[src/rtl/hbg_pkg.sv]
package hbg_pkg;
  // What the decode logic asks of one leg
  typedef enum logic [1:0] {
    REQ_OFF  = 2'd0,
    REQ_LOW  = 2'd1,
    REQ_HIGH = 2'd2
  } leg_req_t;

  // Per-leg sequencer state
  typedef enum logic [1:0] {
    ST_OFF  = 2'd0,
    ST_WAIT = 2'd1,
    ST_ON   = 2'd2
  } leg_st_t;

  localparam int unsigned NUM_LEGS = 2;
endpackage

[src/rtl/hbg_sync.sv]
module hbg_sync #(
  parameter int unsigned WIDTH  = 3,
  parameter int unsigned STAGES = 2
) (
  input  logic             clk,
  input  logic             rst,
  input  logic [WIDTH-1:0] async_i,
  output logic [WIDTH-1:0] sync_o
);
  logic [WIDTH-1:0] chain [STAGES];

  generate
    for (genvar s = 0; s < STAGES; s++) begin : g_stage
      always_ff @(posedge clk) begin
        if (rst) chain[s] <= '0;
        else if (s == 0) chain[s] <= async_i;
        else chain[s] <= chain[(s == 0) ? 0 : s - 1];
      end
    end
  endgenerate

  assign sync_o = chain[STAGES-1];
endmodule

[src/rtl/hbg_decode.sv]
module hbg_decode
  import hbg_pkg::*;
(
  input  logic                    en_s,
  input  logic                    fault_n,
  input  logic [NUM_LEGS-1:0]     dir_s,
  output leg_req_t [NUM_LEGS-1:0] req_o
);
  always_comb begin
    for (int k = 0; k < NUM_LEGS; k++) begin
      if (!en_s || !fault_n) req_o[k] = REQ_OFF;
      else if (dir_s[k])     req_o[k] = REQ_HIGH;
      else                   req_o[k] = REQ_LOW;
    end
  end
endmodule

[src/rtl/hbg_leg.sv]
module hbg_leg
  import hbg_pkg::*;
#(
  parameter int unsigned DEAD_CYC = 50
) (
  input  logic     clk,
  input  logic     rst,
  input  leg_req_t req_i,
  output logic     gate_hi_o,
  output logic     gate_lo_o,
  output logic     hiz_o
);
  localparam int unsigned CW = $clog2(DEAD_CYC + 1);

  leg_st_t  st;
  leg_req_t cond;
  logic [CW-1:0] cnt;

  always_ff @(posedge clk) begin
    if (rst) begin
      st <= ST_OFF; cond <= REQ_OFF; cnt <= '0;
      gate_hi_o <= 1'b0; gate_lo_o <= 1'b0; hiz_o <= 1'b1;
    end else if (req_i == REQ_OFF) begin
      st <= ST_OFF; cond <= REQ_OFF; cnt <= '0;
      gate_hi_o <= 1'b0; gate_lo_o <= 1'b0; hiz_o <= 1'b1;
    end else begin
      case (st)
        ST_OFF: begin
          st  <= ST_WAIT;
          cnt <= CW'(DEAD_CYC - 1);
        end
        ST_WAIT: begin
          if (cnt == '0) begin
            st        <= ST_ON;
            cond      <= req_i;
            gate_hi_o <= (req_i == REQ_HIGH);
            gate_lo_o <= (req_i == REQ_LOW);
            hiz_o     <= 1'b0;
          end else begin
            cnt <= cnt - 1'b1;
          end
        end
        ST_ON: begin
          if (req_i != cond) begin
            st        <= ST_WAIT;
            cnt       <= CW'(DEAD_CYC - 1);
            gate_hi_o <= 1'b0;
            gate_lo_o <= 1'b0;
            hiz_o     <= 1'b1;
          end
        end
        default: begin
          st <= ST_OFF;
          gate_hi_o <= 1'b0; gate_lo_o <= 1'b0; hiz_o <= 1'b1;
        end
      endcase
    end
  end

  // Checker state: consecutive cycles with both gates off (saturating)
  logic [CW-1:0] off_run;
  always_ff @(posedge clk) begin
    if (rst) off_run <= '0;
    else if (gate_hi_o || gate_lo_o) off_run <= '0;
    else if (off_run < CW'(DEAD_CYC)) off_run <= off_run + 1'b1;
  end

  assert_no_overlap_R5: assert property (@(posedge clk) disable iff (rst)
    !(gate_hi_o && gate_lo_o));

  assert_dead_gap_hi_R6: assert property (@(posedge clk) disable iff (rst)
    $rose(gate_hi_o) |-> off_run >= CW'(DEAD_CYC));

  assert_dead_gap_lo_R6: assert property (@(posedge clk) disable iff (rst)
    $rose(gate_lo_o) |-> off_run >= CW'(DEAD_CYC));

  assert_hi_matches_req_R4: assert property (@(posedge clk) disable iff (rst)
    $rose(gate_hi_o) |-> $past(req_i) == REQ_HIGH);

  assert_lo_matches_req_R4: assert property (@(posedge clk) disable iff (rst)
    $rose(gate_lo_o) |-> $past(req_i) == REQ_LOW);

  assert_off_req_R2: assert property (@(posedge clk) disable iff (rst)
    req_i == REQ_OFF |=> (hiz_o && !gate_hi_o && !gate_lo_o));
endmodule

[src/rtl/hbridge_gate_ctrl.sv]
module hbridge_gate_ctrl
  import hbg_pkg::*;
#(
  parameter int unsigned DEAD_CYC    = 50,
  parameter int unsigned SYNC_STAGES = 2
) (
  input  logic       clk,
  input  logic       rst,
  input  logic       en_i,
  input  logic       in1_i,
  input  logic       in2_i,
  input  logic       fault_n_i,
  output logic [1:0] gate_hi_o,
  output logic [1:0] gate_lo_o,
  output logic [1:0] leg_hiz_o
);
  localparam int unsigned SW = NUM_LEGS + 1;

  logic [SW-1:0] sync_q;
  leg_req_t [NUM_LEGS-1:0] req;

  hbg_sync #(.WIDTH(SW), .STAGES(SYNC_STAGES)) u_sync (
    .clk     (clk),
    .rst     (rst),
    .async_i ({en_i, in2_i, in1_i}),
    .sync_o  (sync_q)
  );

  hbg_decode u_dec (
    .en_s    (sync_q[SW-1]),
    .fault_n (fault_n_i),
    .dir_s   (sync_q[NUM_LEGS-1:0]),
    .req_o   (req)
  );

  generate
    for (genvar k = 0; k < NUM_LEGS; k++) begin : g_leg
      hbg_leg #(.DEAD_CYC(DEAD_CYC)) u_leg (
        .clk       (clk),
        .rst       (rst),
        .req_i     (req[k]),
        .gate_hi_o (gate_hi_o[k]),
        .gate_lo_o (gate_lo_o[k]),
        .hiz_o     (leg_hiz_o[k])
      );
    end
  endgenerate

  assert_fault_off_R3: assert property (@(posedge clk) disable iff (rst)
    !fault_n_i |=> (gate_hi_o == 2'b00 && gate_lo_o == 2'b00 && leg_hiz_o == 2'b11));

  assert_hiz_flag_R10: assert property (@(posedge clk) disable iff (rst)
    leg_hiz_o == ~(gate_hi_o | gate_lo_o));
endmodule

[config.mk]
export PLATFORM = sky130hd
export DESIGN_NAME = hbridge_gate_ctrl
export DESIGN_NICKNAME = d
export VERILOG_FILES = /design/src/rtl/hbg_pkg.sv /design/src/rtl/hbg_sync.sv /design/src/rtl/hbg_decode.sv /design/src/rtl/hbg_leg.sv /design/src/rtl/hbridge_gate_ctrl.sv
export SDC_FILE = /design/constraint.sdc
export NUM_CORES = 1
export LEC_CHECK = 0
export BUFFER_PORTS_ARGS = -buffer_cell sky130_fd_sc_hd__buf_2
export CORE_ASPECT_RATIO = 0.5
export CORE_UTILIZATION = 45
export CTS_CLUSTER_SIZE = 25
export DETAILED_ROUTE_END_ITERATION = 6
export HOLD_SLACK_MARGIN = 0.03
export PLACE_DENSITY = 0.6
export SLEW_MARGIN = 20
export SYNTH_ARGS = -nofsm -noshare
export SYNTH_HDL_FRONTEND = slang
export SYNTH_SLANG_ARGS = --single-unit
[constraint.sdc]
create_clock -name clk -period 4 [get_ports clk]
set_input_delay 1.2 -clock clk [delete_from_list [all_inputs] [get_ports clk]]
set_output_delay 1.2 -clock clk [all_outputs]
set_load 0.01 [all_outputs]
==> flow_summary.toml, run 1 <==
[floorplanning]
dieHeight_um = 45.0
core_area_um2 = 3490
die_width_um = 88.0
floorplan.die_area_um2 = 3960
floorplan.initialDensity_pct = 47.7
row_count = 15
floorplan.io_pins = 12

[timing]
fin_crit_period_ns = 2.45
timing.final.setup_violations = 0
timing.final.hold_violations = 0
rsz0062_at_grt = "no"
max_slew_margin_pct = 47.3
min_period_over_period_pct = 61.2
timing_max_transition_violations_final = 0
finalClockSkew_ns = 0.00384
tightest_slew_ns = 0.789
timing.fmax_mhz = 409
totalNegativeSetupSlack_ns = 0

[finish]
insertedDiodeCount = 0
post_route_cells_drive_above_1_share_pct = 16.1
layout_overhead_on_the_synthesized_area_pct = 8.11
layout.cell_area.non_filler_um2 = 1800
mostFrequentLayoutCell = "dfxtp_1"
commonest_cells_after_routing_fill_and_taps_aside = "32 x dfxtp_1, 15 x nor2_1, 11 x nand2_1, 11 x nand3_1, 11 x buf_2"
number_of_nets_in_the_layout = 202

[clock_tree]
ctsLongestPathBuffers = 2
postCtsSetupRepairBufs = 0
numCtsBuffers = 5
clk_transition_reported_paths_ns = 0.07
tritoncts = "built"
clock_sinks = 32
cts_hold_bufs = 0
worst_skew_pair.late_latency_ns = 0.28
cts_resized = 0
clock_tree.htree_level_count = 2
cts.root.buffer_cell = "clkbuf_8"

[yosys]
yosys_register_bits = 32
yosys_most_used_dff = "dfxtp_1"
yosysWarnings = 0
syn_avg_cell_area_um2 = 8.91
synth_edf_count = 0
post-synth-top-area-fraction_pct = 38.5
yosys.area.top_type = "dfxtp_1"
share_of_async_settable_or_async_resettable_flops_after_synthesis_pct = 0
synth_seq_area_share_pct = 38.5
synth_cells = 187
netlist_area_um2 = 1670
yosysUniqueCellTypes = 59
postSynthNetCount = 197
yosys-top-cells-area = "dfxtp_1 38%, nor2_1 3.4%, nor2b_1 3.4%"

[route]
num_vias = 1359
initialDrtViolationCount = 25
route.detailed.vias_per_inst = 5.57
totalWireLength_mm = 3.34
postRouteAntennaNets = 0
drcViolationCount = 0
firstDrtPassIters = 4
drt-wirelength-per-cell_um = 13.7

[placement]
place.detailed.hpwl_mm = 2.42
place.gp.congestion = 0.817
place.port_buffers = 11
place_area_um2 = 1710

[run]
number_of_max_capacitance_violations_reported = 0

[worst_setup_path]
worst-r2r-setup-slack_ns = 2.07
crit_required_ns = 4.21
cp_data_arrival_time_ns = 2.65
cell_type_of_the_slowest_stage_on_the_worst_timing_path = "nand3b_1"
worst_setup_path_end_kind = "flip-flop"
worstSetupPathType = "input pin to flip-flop"
critical_path.max_stage_delay_ns = 0.62
critical_path_peak_fanout = 19
path_delay_family = "compound AO/OA/AOI/OAI gates"
worstPathCellList = "buf_2 > nand3b_1 > a2111o_1 > o21ai_0"
critical_path.n_buffers_inverters = 1
crit_path_start_kind = "input pin"

[global_route]
wire_length_of_the_first_global_routing_pass_mm = 5.56
antenna_found_initial = 0
global_route_overflow = 0
grt_use_total_pct = 19.1
grt_max_degree = 20
via_count_of_the_first_global_routing_pass = 1183

[pwr]
power.density_cell_area_nw_per_um2 = 338
power.leakage_nw = 0.690
irDropWorstVdd_mv = 0.129

[min_path]
timing.hold.worst.class = "flip-flop to flip-flop"

[run_status]
status = "completed"
## area by class of cell
type,instances,area [um2]
Fill cell,351,1690
Multi-Input combinational cell,134,918
Sequential cell,32,641
Clock buffer,6,82.6
Tap cell,51,63.8
Timing Repair Buffer,11,55.1
Inverter,8,30.0
Clock inverter,2,10.0
## layer usage
layer	vias to the layer above	routed length (um)	GRT usage [%]
met5	-	0	0
met4	0	23	7.42
met3	4	84	5.48
met2	10	1600	31.5
met1	645	1630	24.3
li1	700	-	-
## path summary, 6_finish.rpt
path / start / end / cells past startpoint
worst min register to register: u_sync.chain[0][1] / u_sync.chain[1][1] / 1
worst max-delay path: rst / g_leg[0].u_leg.cnt[5] / 4
worst min-delay path: u_sync.chain[0][1] / u_sync.chain[1][1] / 1
worst max register to register: g_leg[1].u_leg.cnt[0] / g_leg[1].u_leg.cnt[0] / 6
## power by group
part / leakage (nW) / switching [mW] / internal [mW]
registers: 0.259 / 0.00406 / 0.323
logic: 0.380 / 0.0149 / 0.0102
clock network: 0.0510 / 0.119 / 0.137
## per-stage QoR
stage          hold WS [ns]  util [%]  setup slack (ns)  std cells  total power, mW
5_1_grt               0.461      51.6              1.40        244            0.636
2_1_floorplan         0.414         -              1.63        187            0.352
3_3_place_gp          0.425      48.9              1.32        236            0.359
3_5_place_dp          0.430      48.9              1.27        236            0.359
6_report              0.441      51.6              1.55        244            0.608
4_1_cts               0.447      51.6              1.57        244            0.617
## registers in the layout, summed over array words and instances (netlist names)
signal,flops
g_leg.u_leg.st,4
g_leg.u_leg.hiz_o,2
g_leg.u_leg.cond,4
g_leg.u_leg.gate_lo_o,2
u_sync.chain,6
g_leg.u_leg.gate_hi_o,2
g_leg.u_leg.cnt,12
## cells by family (layout without fill, tap and decap cells)
logic type / after synthesis / in the layout / share of synthesized area, %
multiplexers: 2 / 2 / 1.50
flip-flops: 32 / 32 / 38.5
AO/OA/AOI/OAI: 55 / 55 / 24.4
AND/OR/NAND/NOR: 73 / 73 / 26.2
adder cells (fa/ha/maj): 4 / 4 / 3.01
buffers and inverters: 21 / 27 / 6.39
## worst reg2reg max path: stages, from the launching register on
cell	delay [ns]
dfxtp_1	0.32
inv_1	0.11
ha_1	0.16
nor3b_2	0.50
a21oi_1	0.33
o2111ai_1	0.26
a21oi_1	0.11
## cell usage after synthesis (all sizes together) (2+ instances only)
cell type	instances
nor4b	2
dfxtp	32
nor4	3
o21ai	10
a21o	2
a2111o	2
and3b	2
o221a	2
nand3b	2
nand3	11
nand2	11
o41ai	2
or3	2
nand2b	5
nor2b	9
a21oi	9
buf	10
and2	2
ha	4
o221ai	2
nor2	15
clkbuf	3
o31ai	3
inv	8
nor3	3
a211oi	3
o311a	2
or2	2
o31a	2
(Power assumes the default switching activity.)
==> run 2, diff against run 1 <==
- PLACE_DENSITY: 0.6 -> 0.63
- clock period: 4 -> 2.2 ns (I/O delays scaled with it)
==> flow_summary.toml, run 2 (synthesized netlist as in run 1, its figures left out) <==
[timing]
finalClockSkew_ns = 0.00553
timing.final.hold_violations = 0
max_slew_margin_pct = 58.9
timing.final.setup_violations = 0
tightest_slew_ns = 0.615
timing.fmax_mhz = 553
rsz0062_at_grt = "no"
min_period_over_period_pct = 82.1
timing_max_transition_violations_final = 0
totalNegativeSetupSlack_ns = 0
fin_crit_period_ns = 1.81
timing.final.ws_setup_ns = 0.393

[clock_tree]
tritoncts = "built"
cts_hold_bufs = 0
ctsLongestPathBuffers = 2
clk_transition_reported_paths_ns = 0.07
postCtsSetupRepairBufs = 0
clock_sinks = 32
cts_resized = 0
cts.root.buffer_cell = "clkbuf_8"
worst_skew_pair.late_latency_ns = 0.28
numCtsBuffers = 5
clock_tree.htree_level_count = 2

[floorplanning]
floorplan.initialDensity_pct = 47.7
die_width_um = 88.0
row_count = 15
dieHeight_um = 45.0
core_area_um2 = 3490
floorplan.io_pins = 12
floorplan.die_area_um2 = 3960

[finish]
number_of_nets_in_the_layout = 206
mostFrequentLayoutCell = "dfxtp_1"
insertedDiodeCount = 0
layout_overhead_on_the_synthesized_area_pct = 9.77
post_route_cells_drive_above_1_share_pct = 16.8
reg_top3 = "g_leg.u_leg.cnt x12, u_sync.chain x6"
non_filler_instance_count_after_layout = 248
layout.cell_area.non_filler_um2 = 1830
registers.top_by_ff_count = "g_leg.u_leg.cnt"
fillerInstances = 335
commonest_cells_after_routing_fill_and_taps_aside = "32 x dfxtp_1, 15 x nor2_1, 11 x nand2_1, 11 x nand3_1, 11 x buf_2"
largest_register_ffs = 12

[pwr]
fraction_of_power_consumed_by_combinational_cells_pct = 4.4
power.leakage_nw = 0.703
internal_power_mw = 0.863
switching_share_pct = 21.8
power_frac_seq_pct = 54.0
clock_power_share_pct = 41.7
irDropWorstVdd_mv = 0.305
power.density_cell_area_nw_per_um2 = 603
net-switching-power_mw = 0.240

[run]
number_of_max_capacitance_violations_reported = 0

[placement]
dp_cells = 240
place.detailed.hpwl_mm = 2.37
place.port_buffers = 11
place.gp.congestion = 0.819
placement.setup.worst_slack_ns = 0.244
place_area_um2 = 1740

[worst_setup_path]
worst_setup_path_end_kind = "flip-flop"
crit_required_ns = 2.37
critical_path.n_buffers_inverters = 1
critical_path.max_stage_delay_ns = 0.34
crit_path_start_kind = "flip-flop"
cell_type_of_the_slowest_stage_on_the_worst_timing_path = "dfxtp_1"
worstSetupPathType = "flip-flop to flip-flop"
path_delay_family = "simple AND/OR/NAND/NOR gates"
critical_path_peak_fanout = 8
worstPathCellList = "inv_1 > ha_1 > nand2b_1 > nor3_4 > mux2_4 > a32o_1"
cp_data_arrival_time_ns = 1.97

[route]
initialDrtViolationCount = 40
drcViolationCount = 0
postRouteAntennaNets = 0
totalWireLength_mm = 3.32
drt-wirelength-per-cell_um = 13.4
firstDrtPassIters = 4
num_vias = 1396
route.detailed.vias_per_inst = 5.63

[global_route]
wire_length_of_the_first_global_routing_pass_mm = 5.53
antenna_found_initial = 0
via_count_of_the_first_global_routing_pass = 1226
grt_max_degree = 12
global_route_overflow = 0
grt_use_total_pct = 18.6

[run_status]
status = "completed"

[min_path]
timing.hold.worst.class = "flip-flop to flip-flop"
run 2: changes by cell type in the layout (fill, tap and decap cells not counted):
cell / before / now
buf_4: 0 / 4
clkbuf_1: 0 / 2
clkinv_2: 2 / 0
run 2: path summary, 6_finish.rpt:
check	from	endpoint	slack [ns]	cells after the start
setup / recovery	g_leg[0].u_leg.cnt[0]	g_leg[0].u_leg.gate_hi_o	0.39	6
hold reg to reg	u_sync.chain[0][0]	u_sync.chain[1][0]	0.45	1
setup reg to reg	g_leg[0].u_leg.cnt[0]	g_leg[0].u_leg.gate_hi_o	0.39	6
hold / removal	u_sync.chain[0][0]	u_sync.chain[1][0]	0.45	1
run 2: layout make-up:
cell class	instances	area [um2]	share of cell area, %
multi-input combinational	134	918	50.2
sequential	32	641	35.0
clock buffer	8	90.1	4.93
timing repair buffer	15	85.1	4.65
tap	51	63.8	3.49
inverter	8	30.0	1.64
run 2: per-stage QoR:
step | hold slack, ns | utilization [%] | power (mW)
after floorplan | 0.414 | - | 0.640
after global placement | 0.419 | 49.8 | 0.655
after detailed placement | 0.433 | 49.8 | 0.656
after CTS | 0.456 | 52.4 | 1.12
after global routing | 0.467 | 52.4 | 1.15
final | 0.448 | 52.4 | 1.10
run 2: power by group through the flow:
stage / clock (mW) / combinational [mW] / sequential (mW)
after floorplan: 0 / 0.0363 / 0.604
after global placement: 0 / 0.0472 / 0.607
after detailed placement: 0 / 0.0480 / 0.608
after CTS: 0.473 / 0.0482 / 0.595
after global routing: 0.504 / 0.0536 / 0.596
final: 0.460 / 0.0483 / 0.595
run 2: layer usage:
metal	wire, um	share of wire [%]	global-route usage (%)	vias up
met1	1650	50	23.3	658
met3	129	3.9	6.22	5
met2	1500	45	31.0	19
met5	0	0	0	-
met4	34	1.0	5.81	0
li1	-	-	-	714
==> run 3, diff against run 2 <==
- PLACE_DENSITY: 0.63 -> 0.6
- clock period: 2.2 -> 1.8 ns (I/O delays scaled with it)
==> flow_summary.toml, run 3 (synthesized netlist as in run 1, its figures left out) <==
[timing]
timing.final.setup_violations = 0
finalClockSkew_ns = 0.00253
timing.fmax_mhz = 600
min_period_over_period_pct = 92.6
fin_crit_period_ns = 1.67
timing.final.hold_violations = 0
max_slew_margin_pct = 74.3
rsz0062_at_grt = "no"
tightest_slew_ns = 0.375
timing_max_transition_violations_final = 0

[clock_tree]
clk_transition_reported_paths_ns = 0.07
cts_hold_bufs = 0
tritoncts = "built"
cts.root.buffer_cell = "clkbuf_8"
clock_tree.htree_level_count = 2
ctsLongestPathBuffers = 2
worst_skew_pair.late_latency_ns = 0.28
clock_sinks = 32
numCtsBuffers = 5

[finish]
reg_top3 = "g_leg.u_leg.cnt x12, u_sync.chain x6"
insertedDiodeCount = 0
registers.top_by_ff_count = "g_leg.u_leg.cnt"
post_route_cells_drive_above_1_share_pct = 20.6
fin_util_pct = 54.4
layout_overhead_on_the_synthesized_area_pct = 14.1
commonest_cells_after_routing_fill_and_taps_aside = "32 x dfxtp_1, 15 x nor2_1"
number_of_nets_in_the_layout = 213
mostFrequentLayoutCell = "dfxtp_1"
largest_register_ffs = 12

[floorplanning]
floorplan.die_area_um2 = 3960
floorplan.initialDensity_pct = 47.7
row_count = 15
floorplan.io_pins = 12
core_area_um2 = 3490
dieHeight_um = 45.0
die_width_um = 88.0

[worst_setup_path]
worstPathCellList = "or3_4 > nor3_4 > mux2_4 > a32o_1"
regToRegStartpoint = "g_leg[0].u_leg.cnt[2]"
crit_required_ns = 1.97
worst-r2r-setup-slack_ns = 0.13
path_delay_family = "simple AND/OR/NAND/NOR gates"
critical_path.n_buffers_inverters = 0
critical_path.max_stage_delay_ns = 0.44
worst_setup_path_end_kind = "flip-flop"
crit_path_start_kind = "flip-flop"
cp_data_arrival_time_ns = 1.84
critical_path_peak_fanout = 5
worstSetupPathType = "flip-flop to flip-flop"
r2r_end = "g_leg[0].u_leg.gate_hi_o"
cell_type_of_the_slowest_stage_on_the_worst_timing_path = "or3_4"
r2r.worst_path.cells = 4

[global_route]
grt_use_total_pct = 19.5
via_count_of_the_first_global_routing_pass = 1233
wire_length_of_the_first_global_routing_pass_mm = 5.79
antenna_found_initial = 0
global_route_overflow = 0
grt_max_degree = 11

[pwr]
post-layout-total-power_mw = 1.46
irDropWorstVdd_mv = 0.278
power.density_cell_area_nw_per_um2 = 770
power.leakage_nw = 0.747

[min_path]
whs_endpoint = "u_sync.chain[1][1]"
worstHoldPathCells = 1
timing.hold.worst.class = "flip-flop to flip-flop"
worstHoldStart = "u_sync.chain[0][1]"

[placement]
place.gp.congestion = 0.806
place.detailed.hpwl_mm = 2.53
place.port_buffers = 11

[route]
drt-wirelength-per-cell_um = 13.1
drcViolationCount = 0
initialDrtViolationCount = 50
postRouteAntennaNets = 0
num_vias = 1426
totalWireLength_mm = 3.35
route.detailed.vias_per_inst = 5.59
firstDrtPassIters = 4

[run]
number_of_max_capacitance_violations_reported = 0

[run_status]
status = "completed"
run 3: layer usage:
layer	vias up	global-route usage (%)	share of wire, %	routed length [um]
met5	-	0	0	0
met4	0	6.45	0.98	33
met3	5	6.03	3.9	130
met2	13	32.7	46	1550
met1	684	24.4	49	1640
li1	724	-	-	-
run 3: through the flow:
| stage | hold slack (ns) | instances | cell area [um2] | worst slack [ns] | setup TNS [ns] |
|---|---|---|---|---|---|
| after floorplan | 0.414 | 187 | 1670 | 0.0855 | 0 |
| after global placement | 0.421 | 247 | 1790 | 0.0234 | 0 |
| after detailed placement | 0.434 | 247 | 1790 | -0.00277 | -0.00277 |
| after CTS | 0.454 | 255 | 1900 | 0.123 | 0 |
| after global routing | 0.458 | 255 | 1900 | 0.0540 | 0 |
| final | 0.446 | 255 | 1900 | 0.134 | 0 |
run 3: how the worst max path moves through the flow:
stage	endpoint	slack (ns)	start	cells after the start
2_1_floorplan	g_leg[0].u_leg.cnt[1]	0.09	fault_n_i	5
3_3_place_gp	g_leg[0].u_leg.cnt[1]	0.02	fault_n_i	5
3_5_place_dp	g_leg[0].u_leg.cnt[1]	-0.003	fault_n_i	5
4_1_cts	g_leg[0].u_leg.gate_lo_o	0.12	g_leg[0].u_leg.cnt[0]	6
5_1_grt	g_leg[0].u_leg.gate_lo_o	0.05	g_leg[0].u_leg.cnt[0]	6
6_report	g_leg[0].u_leg.gate_hi_o	0.13	g_leg[0].u_leg.cnt[2]	4
run 3: final cells by class:
type                    instances  area, um2
clock buffers                   6       72.6
clock inverters                 2       35.0
fillers                       343       1590
inverters                       8       30.0
multi-input cells             134        921
flip-flops and latches         32        641
well taps                      51       63.8
repair buffers                 22        138
run 3: repair_timing:
item	in CTS	in global routing
setup buffers	0	0
endpoints found under the setup margin	0	2
gates resized for setup	0	2
run 3: where the power goes:
group	switching, mW	leakage [nW]	internal [mW]
combinational	0.0353	0.433	0.0309
sequential	0.00903	0.259	0.718
clock	0.260	0.0552	0.410
run 3: worst register-to-register path: stages, from the launching register on:
cell	delay, ns
dfxtp_1	0.35
or3_4	0.44
nor3_4	0.25
mux2_4	0.32
a32o_1	0.21
